--- src/rtl/sram_ctl_pkg.sv ---
`timescale 1ns/1ps
package sram_ctl_pkg;

  typedef enum logic [2:0] {
    ST_IDLE,
    ST_WTURN,
    ST_WPULSE,
    ST_RACT,
    ST_RECOV
  } phase_t;

  // ceiling of ns / period, never below one cycle
  function automatic int ns_to_cycles(input int ns, input int period_ns);
    int c;
    c = (ns + period_ns - 1) / period_ns;
    if (c < 1) c = 1;
    return c;
  endfunction

  function automatic int max2(input int a, input int b);
    return (a > b) ? a : b;
  endfunction

endpackage

--- src/rtl/sram_ctl_fsm.sv ---
`timescale 1ns/1ps
module sram_ctl_fsm
  import sram_ctl_pkg::*;
#(
  parameter int LANES     = 2,
  parameter int TURN_CYC  = 4,
  parameter int PULSE_CYC = 7,
  parameter int RD_CYC    = 9
) (
  input  logic             clk,
  input  logic             rst,
  input  logic             req_valid,
  input  logic             req_write,
  input  logic [LANES-1:0] req_be,
  output logic             req_ready,
  output logic             accept,
  output logic             rd_last,
  output logic             ce_n,
  output logic             we_n,
  output logic             oe_n,
  output logic [LANES-1:0] lanes_n,
  output logic             dq_oe
);

  localparam int MAXC = max2(max2(TURN_CYC, PULSE_CYC), RD_CYC);
  localparam int CW   = $clog2(MAXC + 1);
  localparam logic [CW-1:0] TURN_LAST  = CW'(TURN_CYC - 1);
  localparam logic [CW-1:0] PULSE_LAST = CW'(PULSE_CYC - 1);
  localparam logic [CW-1:0] RD_LAST    = CW'(RD_CYC - 1);

  phase_t        state;
  logic [CW-1:0] cnt;

  assign accept  = req_valid && req_ready;
  assign rd_last = (state == ST_RACT) && (cnt == RD_LAST);

  always_ff @(posedge clk) begin
    if (rst) begin
      state     <= ST_IDLE;
      cnt       <= '0;
      ce_n      <= 1'b1;
      we_n      <= 1'b1;
      oe_n      <= 1'b1;
      lanes_n   <= '1;
      dq_oe     <= 1'b0;
      req_ready <= 1'b1;
    end else begin
      case (state)
        ST_IDLE: begin
          if (accept) begin
            req_ready <= 1'b0;
            ce_n      <= 1'b0;
            lanes_n   <= ~req_be;
            cnt       <= '0;
            if (req_write) begin
              state <= ST_WTURN;
            end else begin
              state <= ST_RACT;
              oe_n  <= 1'b0;
            end
          end
        end
        ST_WTURN: begin
          if (cnt == TURN_LAST) begin
            cnt   <= '0;
            state <= ST_WPULSE;
            we_n  <= 1'b0;
            dq_oe <= 1'b1;
          end else begin
            cnt <= cnt + 1'b1;
          end
        end
        ST_WPULSE: begin
          if (cnt == PULSE_LAST) begin
            cnt     <= '0;
            state   <= ST_RECOV;
            we_n    <= 1'b1;
            dq_oe   <= 1'b0;
            ce_n    <= 1'b1;
            lanes_n <= '1;
          end else begin
            cnt <= cnt + 1'b1;
          end
        end
        ST_RACT: begin
          if (cnt == RD_LAST) begin
            cnt     <= '0;
            state   <= ST_RECOV;
            oe_n    <= 1'b1;
            ce_n    <= 1'b1;
            lanes_n <= '1;
          end else begin
            cnt <= cnt + 1'b1;
          end
        end
        ST_RECOV: begin
          state     <= ST_IDLE;
          req_ready <= 1'b1;
        end
        default: state <= ST_IDLE;
      endcase
    end
  end

  AST_RST_PINS_IDLE: assert property (@(posedge clk)
    rst |=> (ce_n && we_n && oe_n && (lanes_n == '1) && !dq_oe && req_ready));

  AST_BUSY_AFTER_ACCEPT: assert property (@(posedge clk) disable iff (rst)
    (req_valid && req_ready) |=> !req_ready);

  AST_STROBE_NEEDS_SELECT: assert property (@(posedge clk) disable iff (rst)
    !we_n |-> (!ce_n && oe_n));

endmodule

--- src/rtl/sram_ctl_datapath.sv ---
`timescale 1ns/1ps
module sram_ctl_datapath #(
  parameter int ADDR_W = 18,
  parameter int DATA_W = 16,
  parameter int LANES  = DATA_W / 8
) (
  input  logic              clk,
  input  logic              rst,
  input  logic              accept,
  input  logic [ADDR_W-1:0] req_addr,
  input  logic [DATA_W-1:0] req_wdata,
  input  logic [LANES-1:0]  req_be,
  input  logic              rd_last,
  input  logic [DATA_W-1:0] dq_in,
  output logic [ADDR_W-1:0] sram_addr,
  output logic [DATA_W-1:0] dq_out,
  output logic [DATA_W-1:0] rd_data,
  output logic              rd_valid
);

  logic [LANES-1:0] be_q;

  always_ff @(posedge clk) begin
    if (rst) begin
      sram_addr <= '0;
      dq_out    <= '0;
      be_q      <= '0;
      rd_valid  <= 1'b0;
    end else begin
      rd_valid <= rd_last;
      if (accept) begin
        sram_addr <= req_addr;
        dq_out    <= req_wdata;
        be_q      <= req_be;
      end
    end
  end

  for (genvar g = 0; g < LANES; g++) begin : g_lane
    always_ff @(posedge clk) begin
      if (rst) begin
        rd_data[g*8 +: 8] <= '0;
      end else if (rd_last) begin
        rd_data[g*8 +: 8] <= be_q[g] ? dq_in[g*8 +: 8] : 8'h00;
      end
    end
  end

  AST_RDVALID_SINGLE: assert property (@(posedge clk) disable iff (rst)
    rd_valid |=> !rd_valid);

endmodule

--- src/rtl/sram_ctl.sv ---
`timescale 1ns/1ps
module sram_ctl
  import sram_ctl_pkg::*;
#(
  parameter int ADDR_W        = 18,
  parameter int DATA_W        = 16,
  parameter int CLK_PERIOD_NS = 5,
  parameter int T_WPULSE_NS   = 35,
  parameter int T_DSETUP_NS   = 25,
  parameter int T_OEHIZ_NS    = 18,
  parameter int T_RCYCLE_NS   = 45
) (
  input  logic              clk,
  input  logic              rst,
  input  logic              req_valid,
  output logic              req_ready,
  input  logic              req_write,
  input  logic [ADDR_W-1:0] req_addr,
  input  logic [DATA_W-1:0] req_wdata,
  input  logic [1:0]        req_be,
  output logic              rd_valid,
  output logic [DATA_W-1:0] rd_data,
  output logic [ADDR_W-1:0] sram_addr,
  output logic              sram_ce_n,
  output logic              sram_we_n,
  output logic              sram_oe_n,
  output logic              sram_lo_n,
  output logic              sram_hi_n,
  output logic [DATA_W-1:0] sram_dq_out,
  output logic              sram_dq_oe,
  input  logic [DATA_W-1:0] sram_dq_in
);

  localparam int LANES     = 2;
  localparam int TURN_CYC  = ns_to_cycles(T_OEHIZ_NS, CLK_PERIOD_NS);
  localparam int PULSE_CYC = ns_to_cycles(max2(T_WPULSE_NS, T_DSETUP_NS), CLK_PERIOD_NS);
  localparam int RD_CYC    = ns_to_cycles(T_RCYCLE_NS, CLK_PERIOD_NS);

  logic             accept;
  logic             rd_last;
  logic [LANES-1:0] lanes_n;

  sram_ctl_fsm #(
    .LANES    (LANES),
    .TURN_CYC (TURN_CYC),
    .PULSE_CYC(PULSE_CYC),
    .RD_CYC   (RD_CYC)
  ) u_fsm (
    .clk      (clk),
    .rst      (rst),
    .req_valid(req_valid),
    .req_write(req_write),
    .req_be   (req_be),
    .req_ready(req_ready),
    .accept   (accept),
    .rd_last  (rd_last),
    .ce_n     (sram_ce_n),
    .we_n     (sram_we_n),
    .oe_n     (sram_oe_n),
    .lanes_n  (lanes_n),
    .dq_oe    (sram_dq_oe)
  );

  sram_ctl_datapath #(
    .ADDR_W(ADDR_W),
    .DATA_W(DATA_W),
    .LANES (LANES)
  ) u_dp (
    .clk      (clk),
    .rst      (rst),
    .accept   (accept),
    .req_addr (req_addr),
    .req_wdata(req_wdata),
    .req_be   (req_be),
    .rd_last  (rd_last),
    .dq_in    (sram_dq_in),
    .sram_addr(sram_addr),
    .dq_out   (sram_dq_out),
    .rd_data  (rd_data),
    .rd_valid (rd_valid)
  );

  assign sram_lo_n = lanes_n[0];
  assign sram_hi_n = lanes_n[1];

  // run-length counters used only by the properties below
  logic [7:0] we_low_run, oe_high_run, oe_low_run;

  always_ff @(posedge clk) begin
    if (rst) begin
      we_low_run  <= '0;
      oe_high_run <= 8'hFF;
      oe_low_run  <= '0;
    end else begin
      we_low_run  <= !sram_we_n ? ((we_low_run == 8'hFF) ? we_low_run : we_low_run + 1'b1) : 8'h00;
      oe_high_run <= sram_oe_n ? ((oe_high_run == 8'hFF) ? oe_high_run : oe_high_run + 1'b1) : 8'h00;
      oe_low_run  <= !sram_oe_n ? ((oe_low_run == 8'hFF) ? oe_low_run : oe_low_run + 1'b1) : 8'h00;
    end
  end

  AST_WE_PULSE_WIDTH: assert property (@(posedge clk) disable iff (rst)
    $rose(sram_we_n) |-> (int'(we_low_run) >= PULSE_CYC));

  AST_DQ_STABLE_PULSE: assert property (@(posedge clk) disable iff (rst)
    (!sram_we_n && $past(!sram_we_n)) |-> ($stable(sram_dq_out) && sram_dq_oe));

  AST_BUS_TURNAROUND: assert property (@(posedge clk) disable iff (rst)
    $rose(sram_dq_oe) |-> (sram_oe_n && int'(oe_high_run) >= TURN_CYC));

  AST_READ_WINDOW: assert property (@(posedge clk) disable iff (rst)
    $rose(sram_oe_n) |-> (int'(oe_low_run) == RD_CYC));

  AST_RDVALID_AT_OE_END: assert property (@(posedge clk) disable iff (rst)
    rd_valid |-> $rose(sram_oe_n));

endmodule

--- config.mk ---
export PLATFORM = sky130hd
export DESIGN_NAME = sram_ctl
export DESIGN_NICKNAME = d
export VERILOG_FILES = /design/src/rtl/sram_ctl_pkg.sv /design/src/rtl/sram_ctl_fsm.sv /design/src/rtl/sram_ctl_datapath.sv /design/src/rtl/sram_ctl.sv
export SDC_FILE = /design/constraint.sdc
export NUM_CORES = 1
export LEC_CHECK = 0
export CAP_MARGIN = 20
export CORE_MARGIN = 1
export CORE_UTILIZATION = 30
export CTS_CLUSTER_DIAMETER = 40
export DETAILED_ROUTE_END_ITERATION = 12
export PLACE_DENSITY = 0.68
export SLEW_MARGIN = 10
export SYNTH_ARGS = -nofsm -noshare
export SYNTH_HDL_FRONTEND = slang
export SYNTH_HIERARCHICAL = 1
export SYNTH_SLANG_ARGS = --single-unit
--- constraint.sdc ---
create_clock -name clk -period 2.6 [get_ports clk]
set_input_delay 0.52 -clock clk [delete_from_list [all_inputs] [get_ports clk]]
set_output_delay 0.52 -clock clk [all_outputs]
set_load 0.02 [all_outputs]
# Word level (Yosys, flattened, before mapping)
# Index checks and enable logic that the tools add are counted.
totals:
  register_bits: 67
op_classes:
  n_addsub: 1
  eq_ne: 12
  muxes: 30
  bitwise: 1
  n_reduce_logical: 14
ops:
  columns: ["cell", "n"]
  rows:
  - ["$mux W4", 4]
  - ["$mux W8", 2]
  - ["$pmux W4 S4", 1]
  - ["$mux W3", 4]
  - ["$pmux W3 S4", 1]
  - ["$reduce_and A4 Y1", 3]
  - ["$mux W1", 8]
  - ["$mux W2", 4]
  - ["$pmux W1 S2", 4]
  - ["$eq A3 B2 Y1 const B", 2]
  - ["$ne A2 B2 Y1 const B", 3]
  - ["$pmux W2 S3", 1]
  - ["$reduce_bool A2 Y1", 3]
  - ["$add A4 B1 Y4 const B", 1]
  - ["$eq A4 B2 Y1 const B", 1]
  - ["$eq A4 B3 Y1 const B", 1]
  - ["$eq A4 B4 Y1 const B", 1]
  - ["$ne A2 B1 Y1 const B", 2]
  - ["$reduce_and A2 Y1", 2]
  - ["$reduce_bool A4 Y1", 1]
  - ["$eq A3 B1 Y1 const B", 1]
  - ["$eq A3 B3 Y1 const B", 1]
  - ["$logic_not A3 Y1", 1]
  - ["$pmux W1 S3", 1]
  - ["4 further kinds", 5]

# Longest topological paths before layout
depth:
  depth_word: 3
  mapped_depth: 7
  depth_no_buf: 6

# Hierarchy
# The synthesis kept the hierarchy.
modules_own_cells:
  columns: ["module", "n_inst", "cells_each", "area_per_inst_um2"]
  rows:
  - ["sram_ctl_datapath", 1, 189, 1941.9]
  - ["sram_ctl_fsm", 1, 84, 718.2]

# Worst setup path before layout
# No wires, ideal clock.
synth_path:
  path_kind: "input to register"
  from: "input req_valid"
  to: "register u_fsm.oe_n"
  arrival_ns: 1.364
  setup_slack_ns: 1.116
  cell_stages: 4
  cell_sequence: "nand2_1 -> a21o_1 -> a311o_1 -> a211o_1"
synth_between:
  elab_chain_cells: 3
synth_rtl:
  columns: ["element", "line_no", "rtl"]
  rows:
  - ["from (decl)", "sram_ctl.sv:15", "input logic req_valid,"]
  - ["$logic_and A1 B1 Y1", "sram_ctl_fsm.sv:34", "assign accept = req_valid && req_ready;"]
  - ["$ne A2 B2 Y1 (no line)", null, null]
  - ["$reduce_and A4 Y1 (no line)", null, null]
  - ["to (signal assigned)", "sram_ctl_fsm.sv:43", "oe_n <= 1'b1;"]
  - ["to (signal assigned)", "sram_ctl_fsm.sv:59", "oe_n <= 1'b0;"]
  - ["to (signal assigned)", "sram_ctl_fsm.sv:89", "oe_n <= 1'b1;"]
  - ["to (decl)", "sram_ctl_fsm.sv:20", "output logic oe_n,"]
# No other way between the ends.
# A chain may end at the register's enable or synchronous reset.

# Worst setup path in the final report
layout_path:
  from: "register u_fsm.req_ready"
  to: "output req_ready"
layout_lines:
  columns: ["element", "line_no", "rtl"]
  rows:
  - ["from (decl)", "sram_ctl_fsm.sv:15", "output logic req_ready,"]
  - ["from (signal assigned)", "sram_ctl_fsm.sv:46", "req_ready <= 1'b1;"]
  - ["from (signal assigned)", "sram_ctl_fsm.sv:51", "req_ready <= 1'b0;"]
  - ["from (signal assigned)", "sram_ctl_fsm.sv:98", "req_ready <= 1'b1;"]
  - ["to (decl)", "sram_ctl.sv:16", "output logic req_ready,"]
# No word-level cell between the ends.

==> out/summary.txt <==
status: finished, final reports clean
kind of critical path: reg2out
CP endpoint kind: primary output
pwr dens: 665 nW/um^2
Clock Tree Root: clkbuf_8
clock latency on the worst-skew pair: 330 ps
I/O Buffers: 113
Max Fanout on Critical Path: 4
Fmax achieved: 541 MHz
overall global routing resource usage: 13.9%
static leakage: 1.54 nW
largest net degree at the start of global routing: 36
Max Transition Viols Final: 0
Routed WL: 6330 um
initial antenna violation count: 0
ys async rst share: 0%
R2R depth: 6
Post-CTS Resized: 0
Main synth FF type: dfxtp_1
most frequent cell after synthesis: dfxtp_1
type of origin of the critical path: register
drt wl/cell: 12.9 um
vias in the first global route: 2155
Remaining Overflow, GRT: 0
number of synthesized flops with an enable pin: 0
via/cell ratio: 4.60
Worst EP required: 2080 ps
Synth area leader: dfxtp_1
YS warnings: 6
Yosys top cell area share: 50.4%
Avg Cell Area, Syn: 9.74 um^2
die area: 9250 um^2
Worst path slowest cell: clkdlybuf4s50_1
Max Clock Skew: 6.13 ps
Least-Margin Pin Slew: 712 ps
final setup fails: 0
Post-CTS Setup Inserts: 0
Worst EP arrival: 1330 ps
num ports: 114
Vias: 2265
Mapped Cells: 273
Post-Synthesis Cell Area: 2660 um^2
critical path cell sequence: clkdlybuf4s50_1
DR iter-0 viols: 21
WP depth: 1
CP bufs+invs: 1
core area: 8380 um^2
GPL Wtd Cong: 0.773
largest cells by area after synthesis: dfxtp_1 50%, mux2i_1 14%, nor2_1 5.9%
Fin. Hold Viols: 0
number of fill cells: 804
HPWL after DPL: 4490 um
hold_buf cts: 0
sum of negative setup slack: 0 ps
worst hold-check path type: reg2reg
die height: 96.2 um
Initial Util: 31.7%
Final Critical Period: 1850 ps
Post-Syn Nets: 332
maximum vdd ir drop: 0.445 mV
period utilization: 71.1%
fraction of layout cells with a size suffix above 1: 6.98%
area grow syn2layout: 51.0%
Post-Layout Cell Count: 492
R2R Setup Slk: 930 ps
placed insts: 476
FP Rows: 33
CTS tree: done
clk slew on worst S/H paths: 80 ps
Reg-to-Reg Start: u_fsm/state[1]
TritonCTS Buffers: 9
Die Wd: 96.2 um
Setup crit start: u_fsm/req_ready
DRC Markers: 0
drt pass-1 iters: 4
crit-path leading delay family: buffers and inverters
Setup crit end: req_ready
Longest Clk Path Bufs: 2
CTS H-Tree Depth: 3
first-pass GRT wire length: 9890 um
most instantiated cells after synthesis: 67 x dfxtp_1, 42 x nor2_1, 36 x mux2i_1, 25 x a21oi_1, 17 x nand3_1
RR Endpoint: u_dp/rd_data[11]
CTS Sinks: 67
Routed Antenna Nets: 0
share of the yosys chip area belonging to registers: 50.4%
diode count: 0
#FFs+latches synth: 67
Nets: 441
RSZ-0062 raised after global routing: no
Max-Cap Viols: 0
worst rel slew slack: 52.6%
Yosys cell types: 34
Critical Path Max Stage Delay: 620 ps
-- sequential cells by signal, summed over array words and instances, names as in the netlist --
signal and count:
u_fsm/lanes_n 2, u_fsm/oe_n 1, u_fsm/dq_oe 1, u_fsm/state 3
u_fsm/we_n 1, u_dp/rd_data 16, u_fsm/req_ready 1, u_dp/be_q 2
u_fsm/ce_n 1, u_dp/rd_valid 1, u_dp/sram_addr 18, u_dp/dq_out 16
u_fsm/cnt 4
-- report_power, final --
group	internal, mW	switching, mW	total (mW)
clock	0.449	0.422	0.871
sequential	1.11	0.0727	1.18
combinational	0.315	0.303	0.618
total	1.88	0.797	2.67
-- area by class of cell --
cell class                      instances  area [um^2]  area share [%]
Sequential cell                        67         1340            33.4
Clock buffer                            9          124            3.08
Clock inverter                          7         77.6            1.93
Inverter                                4         15.0           0.374
Multi-Input combinational cell        183         1160            28.9
Timing Repair Buffer                  117         1170            29.1
Tap cell                              105          131            3.27
-- through the flow --
| stage | util, % | hold slack, ps | instance area (um^2) | total power, mW | setup slack, ps |
|---|---|---|---|---|---|
| 2_1_floorplan | - | 467 | 2660 | 1.59 | 1120 |
| 3_3_place_gp | 45.5 | 435 | 3820 | 1.81 | 532 |
| 3_5_place_dp | 45.5 | 432 | 3820 | 1.83 | 498 |
| 4_1_cts | 47.9 | 445 | 4020 | 2.71 | 729 |
| 5_1_grt | 47.9 | 476 | 4020 | 2.82 | 681 |
| 6_report | 47.9 | 440 | 4020 | 2.67 | 753 |
-- placed cells by master, fill, tap and decap left out, drive strengths merged, types with 3 or more instances in the layout --
cell | synthesis | layout
inv | 4 | 5
nor3b | 3 | 3
ha | 3 | 3
mux2i | 36 | 36
nand3 | 17 | 17
a21oi | 25 | 25
nor2 | 43 | 43
dfxtp | 67 | 67
clkdlybuf4s50 | 0 | 112
buf | 12 | 5
nor2b | 5 | 5
clkbuf | 7 | 9
nand2 | 13 | 13
nand2b | 16 | 16
clkinv | 0 | 4
-- cell families (layout without fill, tap and decap cells) --
| group | Yosys count | after routing | synth area share [%] |
|---|---|---|---|
| and+or+nand+nor | 104 | 104 | 19.2 |
| AOI/OAI and AO/OA | 40 | 40 | 9.36 |
| buffers and inverters | 23 | 137 | 6.07 |
| adders and majority gates | 3 | 3 | 1.41 |
| muxes | 36 | 36 | 13.5 |
| DFF | 67 | 67 | 50.4 |
-- worst min path at each step --
| stage | from | to | slack (ps) | depth (start not counted) |
|---|---|---|---|---|
| detailed placement | u_fsm/ce_n | u_fsm/ce_n | 430 | 2 |
| floorplan | u_fsm/cnt[0] | u_fsm/cnt[0] | 470 | 2 |
| global placement | u_fsm/we_n | u_fsm/we_n | 430 | 2 |
| CTS | u_fsm/ce_n | u_fsm/ce_n | 440 | 2 |
| finish | u_fsm/ce_n | u_fsm/ce_n | 440 | 2 |
| global route | u_fsm/ce_n | u_fsm/ce_n | 480 | 2 |
-- metal layers --
layer | track usage [%] | vias up | share of wire [%]
li1 | - | 1146 | -
met1 | 16.3 | 1031 | 44
met2 | 22.7 | 80 | 45
met3 | 5.92 | 8 | 9.2
met4 | 4.85 | 0 | 1.4
met5 | 0 | - | 0
Note: power is estimated with default switching activity, not from simulation.
